<file path="config.mk">
export PLATFORM = sky130hd
export DESIGN_NAME = tgp_timer
export DESIGN_NICKNAME = d
export VERILOG_FILES = /design/src/rtl/tgp_pkg.sv /design/src/rtl/tgp_edge.sv /design/src/rtl/tgp_count.sv /design/src/rtl/tgp_ctrl.sv /design/src/rtl/tgp_timer.sv
export SDC_FILE = /design/constraint.sdc
export NUM_CORES = 1
export LEC_CHECK = 0
export BUFFER_PORTS_ARGS = -buffer_cell sky130_fd_sc_hd__buf_2
export CAP_MARGIN = 20
export CORE_MARGIN = 2
export CORE_UTILIZATION = 59
export DETAILED_ROUTE_END_ITERATION = 12
export PLACE_DENSITY_LB_ADDON = 0.2
export SLEW_MARGIN = 40
export SYNTH_ARGS = -nofsm -noshare
export SYNTH_HDL_FRONTEND = slang
export SYNTH_SLANG_ARGS = --single-unit
</file>
<file path="constraint.sdc">
create_clock -name clk -period 6.1 [get_ports clk]
set_input_delay 1.22 -clock clk [delete_from_list [all_inputs] [get_ports clk]]
set_output_delay 1.22 -clock clk [all_outputs]
set_load 0.02 [all_outputs]
</file>
<file path="src/rtl/tgp_pkg.sv">
package tgp_pkg;
  typedef enum logic [1:0] {
    ST_IDLE = 2'd0,
    ST_RUN  = 2'd1,
    ST_DONE = 2'd2
  } tgp_state_t;
endpackage

</file>
<file path="src/rtl/tgp_edge.sv">
module tgp_edge (
  input  logic clk,
  input  logic rst,
  input  logic level_i,
  output logic rise_o
);
  logic level_q;

  always_ff @(posedge clk) begin
    if (rst) level_q <= 1'b0;
    else     level_q <= level_i;
  end

  assign rise_o = level_i & ~level_q;

  // after reset the stored level is low, so a held trigger reads as a rise
  p_rise_after_reset_r1: assert property (@(posedge clk)
    $fell(rst) |-> (level_i == rise_o));
endmodule

</file>
<file path="src/rtl/tgp_count.sv">
module tgp_count #(
  parameter int CNT_W = 16
) (
  input  logic             clk,
  input  logic             rst,
  input  logic             clr_i,
  input  logic             load_i,
  input  logic             step_i,
  input  logic [CNT_W-1:0] preset_i,
  output logic [CNT_W-1:0] elapsed_o,
  output logic             last_o
);
  localparam logic [CNT_W-1:0] CNT_ONE  = CNT_W'(1);
  localparam logic [CNT_W-1:0] CNT_ZERO = '0;

  logic [CNT_W-1:0] elapsed_q;
  logic [CNT_W-1:0] limit_q;

  always_ff @(posedge clk) begin
    if (rst) begin
      elapsed_q <= CNT_ZERO;
      limit_q   <= CNT_ZERO;
    end else if (clr_i) begin
      elapsed_q <= CNT_ZERO;
    end else if (load_i) begin
      elapsed_q <= CNT_ZERO;
      limit_q   <= preset_i;
    end else if (step_i) begin
      elapsed_q <= elapsed_q + CNT_ONE;
    end
  end

  assign elapsed_o = elapsed_q;
  assign last_o    = ((elapsed_q + CNT_ONE) == limit_q);

  // a step adds exactly one
  p_step_one_r3: assert property (@(posedge clk) disable iff (rst)
    (step_i && !clr_i && !load_i) |=> (elapsed_q == $past(elapsed_q) + CNT_ONE));

  // without step, clear or load, the count holds
  p_hold_r3: assert property (@(posedge clk) disable iff (rst)
    (!step_i && !clr_i && !load_i) |=> $stable(elapsed_q));

  // the count never passes the captured limit
  p_bound_r4: assert property (@(posedge clk) disable iff (rst)
    elapsed_q <= limit_q);

  // the captured limit changes only on a load
  p_limit_stable_r8: assert property (@(posedge clk) disable iff (rst)
    !load_i |=> $stable(limit_q));
endmodule

</file>
<file path="src/rtl/tgp_ctrl.sv">
module tgp_ctrl
  import tgp_pkg::*;
(
  input  logic clk,
  input  logic rst,
  input  logic trig_i,
  input  logic rise_i,
  input  logic tick_i,
  input  logic preset_zero_i,
  input  logic last_i,
  output logic clr_o,
  output logic load_o,
  output logic step_o,
  output logic pulse_o
);
  tgp_state_t state_q, state_d;
  logic       pulse_q, pulse_d;

  always_comb begin
    state_d = state_q;
    pulse_d = pulse_q;
    clr_o   = 1'b0;
    load_o  = 1'b0;
    step_o  = 1'b0;
    if (!trig_i) begin
      state_d = ST_IDLE;
      pulse_d = 1'b0;
      clr_o   = 1'b1;
    end else if (rise_i) begin
      load_o  = 1'b1;
      state_d = preset_zero_i ? ST_DONE : ST_RUN;
      pulse_d = !preset_zero_i;
    end else begin
      unique case (state_q)
        ST_RUN: begin
          if (tick_i) begin
            step_o = 1'b1;
            if (last_i) begin
              state_d = ST_DONE;
              pulse_d = 1'b0;
            end
          end
        end
        ST_DONE: pulse_d = 1'b0;
        default: pulse_d = 1'b0;
      endcase
    end
  end

  always_ff @(posedge clk) begin
    if (rst) begin
      state_q <= ST_IDLE;
      pulse_q <= 1'b0;
    end else begin
      state_q <= state_d;
      pulse_q <= pulse_d;
    end
  end

  assign pulse_o = pulse_q;

  // a rise with a nonzero preset starts the pulse
  p_rise_starts_r2: assert property (@(posedge clk) disable iff (rst)
    (rise_i && !preset_zero_i) |=> pulse_q);

  // a low trigger ends any pulse at the next edge
  p_drop_ends_r5: assert property (@(posedge clk) disable iff (rst)
    !trig_i |=> !pulse_q);

  // no pulse restarts without a fresh rise
  p_no_retrigger_r6: assert property (@(posedge clk) disable iff (rst)
    (!rise_i && !pulse_q) |=> !pulse_q);

  // zero preset gives no pulse
  p_zero_preset_r7: assert property (@(posedge clk) disable iff (rst)
    (rise_i && preset_zero_i) |=> !pulse_q);
endmodule

</file>
<file path="src/rtl/tgp_timer.sv">
module tgp_timer #(
  parameter int CNT_W = 16
) (
  input  logic             clk,
  input  logic             rst,
  input  logic             tick_en,
  input  logic             trig_in,
  input  logic [CNT_W-1:0] preset_in,
  output logic             pulse_o,
  output logic [CNT_W-1:0] elapsed_o
);
  logic rise;
  logic clr;
  logic load;
  logic step;
  logic last;
  logic preset_zero;

  assign preset_zero = (preset_in == '0);

  tgp_edge u_edge (
    .clk     (clk),
    .rst     (rst),
    .level_i (trig_in),
    .rise_o  (rise)
  );

  tgp_ctrl u_ctrl (
    .clk           (clk),
    .rst           (rst),
    .trig_i        (trig_in),
    .rise_i        (rise),
    .tick_i        (tick_en),
    .preset_zero_i (preset_zero),
    .last_i        (last),
    .clr_o         (clr),
    .load_o        (load),
    .step_o        (step),
    .pulse_o       (pulse_o)
  );

  tgp_count #(.CNT_W(CNT_W)) u_count (
    .clk       (clk),
    .rst       (rst),
    .clr_i     (clr),
    .load_i    (load),
    .step_i    (step),
    .preset_i  (preset_in),
    .elapsed_o (elapsed_o),
    .last_o    (last)
  );

  // reset leaves both outputs at zero
  p_reset_clear_r1: assert property (@(posedge clk)
    rst |=> (!pulse_o && elapsed_o == '0));

  // a drop coinciding with any tick still clears the count
  p_drop_wins_r9: assert property (@(posedge clk) disable iff (rst)
    (!trig_in && tick_en) |=> (elapsed_o == '0));
endmodule

</file>
==> flow_metrics.tcl <==
set metrics [dict create \
    crit_fanout 9 \
    clock_path_buffers 2 \
    h-tree-depth 2 \
    hpwl_mm 3.175 \
    crit_path_top_delay_cell "or4_1" \
    drtPass1Iterations 4 \
    max_freq_mhz 358.2 \
    post-cts-setup-buffers 0 \
    path_buf_inv 0 \
    yosysSeqAreaShare 0.3695 \
    row_count 20 \
    ys_seq_elements 36 \
    switching_share 0.2558 \
    syn_nets 266 \
    num-nets-final 293 \
    initial_core_util 0.6286 \
    slew_headroom 0.5823 \
    p_per_area_nw_per_um2 186.8 \
    layout-drive-gt1-share 0.1728 \
    final_cell_mix "nand2_1 (40), buf_2 (36), dfxtp_1 (36)" \
    layout_commonest_cell "nand2_1" \
    fin_skew_ns 0.008972 \
    drtAntennaViolNets 0 \
    crit_chain "ha_1, nand3_4, or3_4, or4_1, a32o_1, nor4_1, o31a_1" \
    cts-hold-fix-buffers 0 \
    critPathRequiredTime_ns 6.40 \
    ioPinCount 37 \
    synth_top_area_frac 0.3695 \
    die-area_um2 3782 \
    clockPowerShare 0.292 \
    drtIter0Drc 116 \
    drc 0 \
    cts_tree "yes" \
    postSynthAreaPerCell_um2 7.962 \
    yosys.area.top_type "dfxtp_1" \
    vias 1780 \
    clk_latency_ns 0.35 \
    hold_slack_ns 0.4735 \
    cpPeakStageDelay_ns 0.51 \
    end_kind "flop" \
    fp.dieH_um 61.50 \
    wl_per_cell_um 13.39 \
    areaGrowthSynthToFinish_pct 11.10 \
    grt_max_degree 18 \
    place.gp.congestion 0.8810 \
    p_comb_frac 0.096 \
    fill_cells 284 \
    hp-class "reg2reg" \
    drv_cap 0 \
    critPathLaunchType "flop" \
    post-route-period-util 0.4576 \
    p_int_mw 0.3013 \
    syn_area_um2 1951 \
    grt_use_total 0.2510 \
    cp.arrival_ns 3.09 \
    cts_resized 0 \
    power.switching_mw 0.1035 \
    leakagePower_nw 0.7856 \
    cts_made_buffers 5 \
    antenna_found_initial 0 \
    hold_viol_final 0 \
    port_buffers 36 \
    yosys-top-cells-area "dfxtp_1 (37%), xnor2_1 (8.5%), nand2_1 (7.7%), a21oi_1 (6.4%), xor2_1 (4.5%)" \
    cts.sinks 36 \
    wirelength_mm 4.230 \
    vias_per_cell 5.633 \
    p_seq_frac 0.612 \
    outcome "completed" \
    grt_pass1_wl_mm 6.996 \
    ys_types 41 \
    setup_violations 0 \
    grt_pass1_vias 1543 \
    rsz0062_at_grt "no" \
    ff2ff_setup_slack_ns 3.31 \
    die_width_um 61.50 \
    num_antenna_cells 0 \
    fin_setup_tns_ns 0 \
    worst_slew_pin_slew_ns 0.6233 \
    finalMaxSlewViolations 0 \
    critical_path_class "reg2reg" \
    core_um2 3103 \
    grt_overflow_total 0 \
    syn_inst 245 \
    cp_top_family "simple AND/OR/NAND/NOR gates" \
    peakVddDrop_mv 0.1356 \
    cts_root_buf "clkbuf_4" \
    cts.clk_slew.worst_paths_ns 0.10 \
    layout_min_cycle_time_ns 2.792 \
    ys_warn_count 0 \
]
## synth_stat cells (all sizes together)
master and count:
nand2 40, dfxtp 36, a21oi 25, xnor2 19, nor2 14, o21ai 11, clkbuf 10, nand4 10
xor2 10, nor4 8, or3 8, nand3 7, buf 6, nor2b 4, nor3 4, and3 3
inv 3, or4 3, a41oi 2, and2 2, and4 2, nor3b 2, o31ai 2, a2111oi 1
a211o 1, a211oi 1, a221oi 1, a32o 1, ha 1, mux2i 1, nand2b 1, nand3b 1
nand4b 1, o21bai 1, o311ai 1, o31a 1, o41ai 1
## layout make-up
type / count / area, um2 / share of cell area
multi-input cells: 190 / 1154 / 0.5323
flip-flops and latches: 36 / 720.7 / 0.3326
inverters: 3 / 11.26 / 0.005196
clock inverters: 1 / 5.005 / 0.002309
well taps: 44 / 55.05 / 0.02540
repair buffers: 36 / 180.2 / 0.08314
clock buffers: 6 / 41.29 / 0.01905
## metrics by stage
step | power [mW] | instance area [um2] | utilization | cells | setup slack (ns)
global route | 0.4230 | 2167 | 0.6984 | 316 | 3.165
global placement | 0.2910 | 2118 | 0.6827 | 309 | 3.158
floorplan | 0.2784 | 1951 | - | 245 | 3.438
finish | 0.4048 | 2167 | 0.6984 | 316 | 3.308
CTS | 0.4078 | 2167 | 0.6984 | 316 | 3.313
detailed placement | 0.2922 | 2121 | 0.6835 | 309 | 3.122
## worst paths after layout
| path | from | endpoint | depth (start not counted) |
|---|---|---|---|
| hold reg to reg | u_count.limit_q[9]$_SDFFE_PP0P_ | u_count.limit_q[9]$_SDFFE_PP0P_ | 2 |
| hold / removal | u_count.limit_q[9]$_SDFFE_PP0P_ | u_count.limit_q[9]$_SDFFE_PP0P_ | 2 |
| setup reg to reg | u_count.elapsed_o[0]$_SDFFE_PP0P_ | u_ctrl.state_q[1]$_SDFFE_PP0P_ | 7 |
| setup / recovery | u_count.elapsed_o[0]$_SDFFE_PP0P_ | u_ctrl.state_q[1]$_SDFFE_PP0P_ | 7 |
## metal layers
metal  global-route usage  wire length [um]  vias up
met2               0.3805              1957       47
met3              0.03992               212        5
met5                    0                 0        -
met1               0.3484              2021      804
li1                     -                 -      924
met4               0.1185                38        0
## flip-flops by register name, indices dropped and copies added, names as in the netlist
register           cells
u_count.limit_q       16
u_count.elapsed_o     16
u_ctrl.pulse_o         1
u_edge.level_q         1
u_ctrl.state_q         2
## power groups by stage
stage | Sequential [mW] | Combinational (mW) | Clock (mW)
CTS | 0.248 | 0.0389 | 0.121
floorplan | 0.252 | 0.0265 | 0
finish | 0.248 | 0.0387 | 0.118
detailed placement | 0.253 | 0.0388 | 0
global placement | 0.253 | 0.0380 | 0
global route | 0.249 | 0.0441 | 0.130
## logic make-up (layout without fill, tap and decap cells)
| kind of cell | count (synthesis) | in the layout | synth area share |
|---|---|---|---|
| AOI/OAI and AO/OA | 49 | 49 | 0.1488 |
| buffers and inverters | 19 | 46 | 0.04041 |
| adders and majority gates | 1 | 1 | 0.006413 |
| muxes | 1 | 1 | 0.005132 |
| and+or+nand+nor | 110 | 110 | 0.2995 |
| DFF | 36 | 36 | 0.3695 |
| xor gates and xnor gates | 29 | 29 | 0.1302 |
## worst register-to-register path, stage by stage (launching register included)
cell	delay, ns
dfxtp_1	0.49
ha_1	0.38
nand3_4	0.15
or3_4	0.44
or4_1	0.51
a32o_1	0.27
nor4_1	0.36
o31a_1	0.15
(Power assumes the default switching activity.)
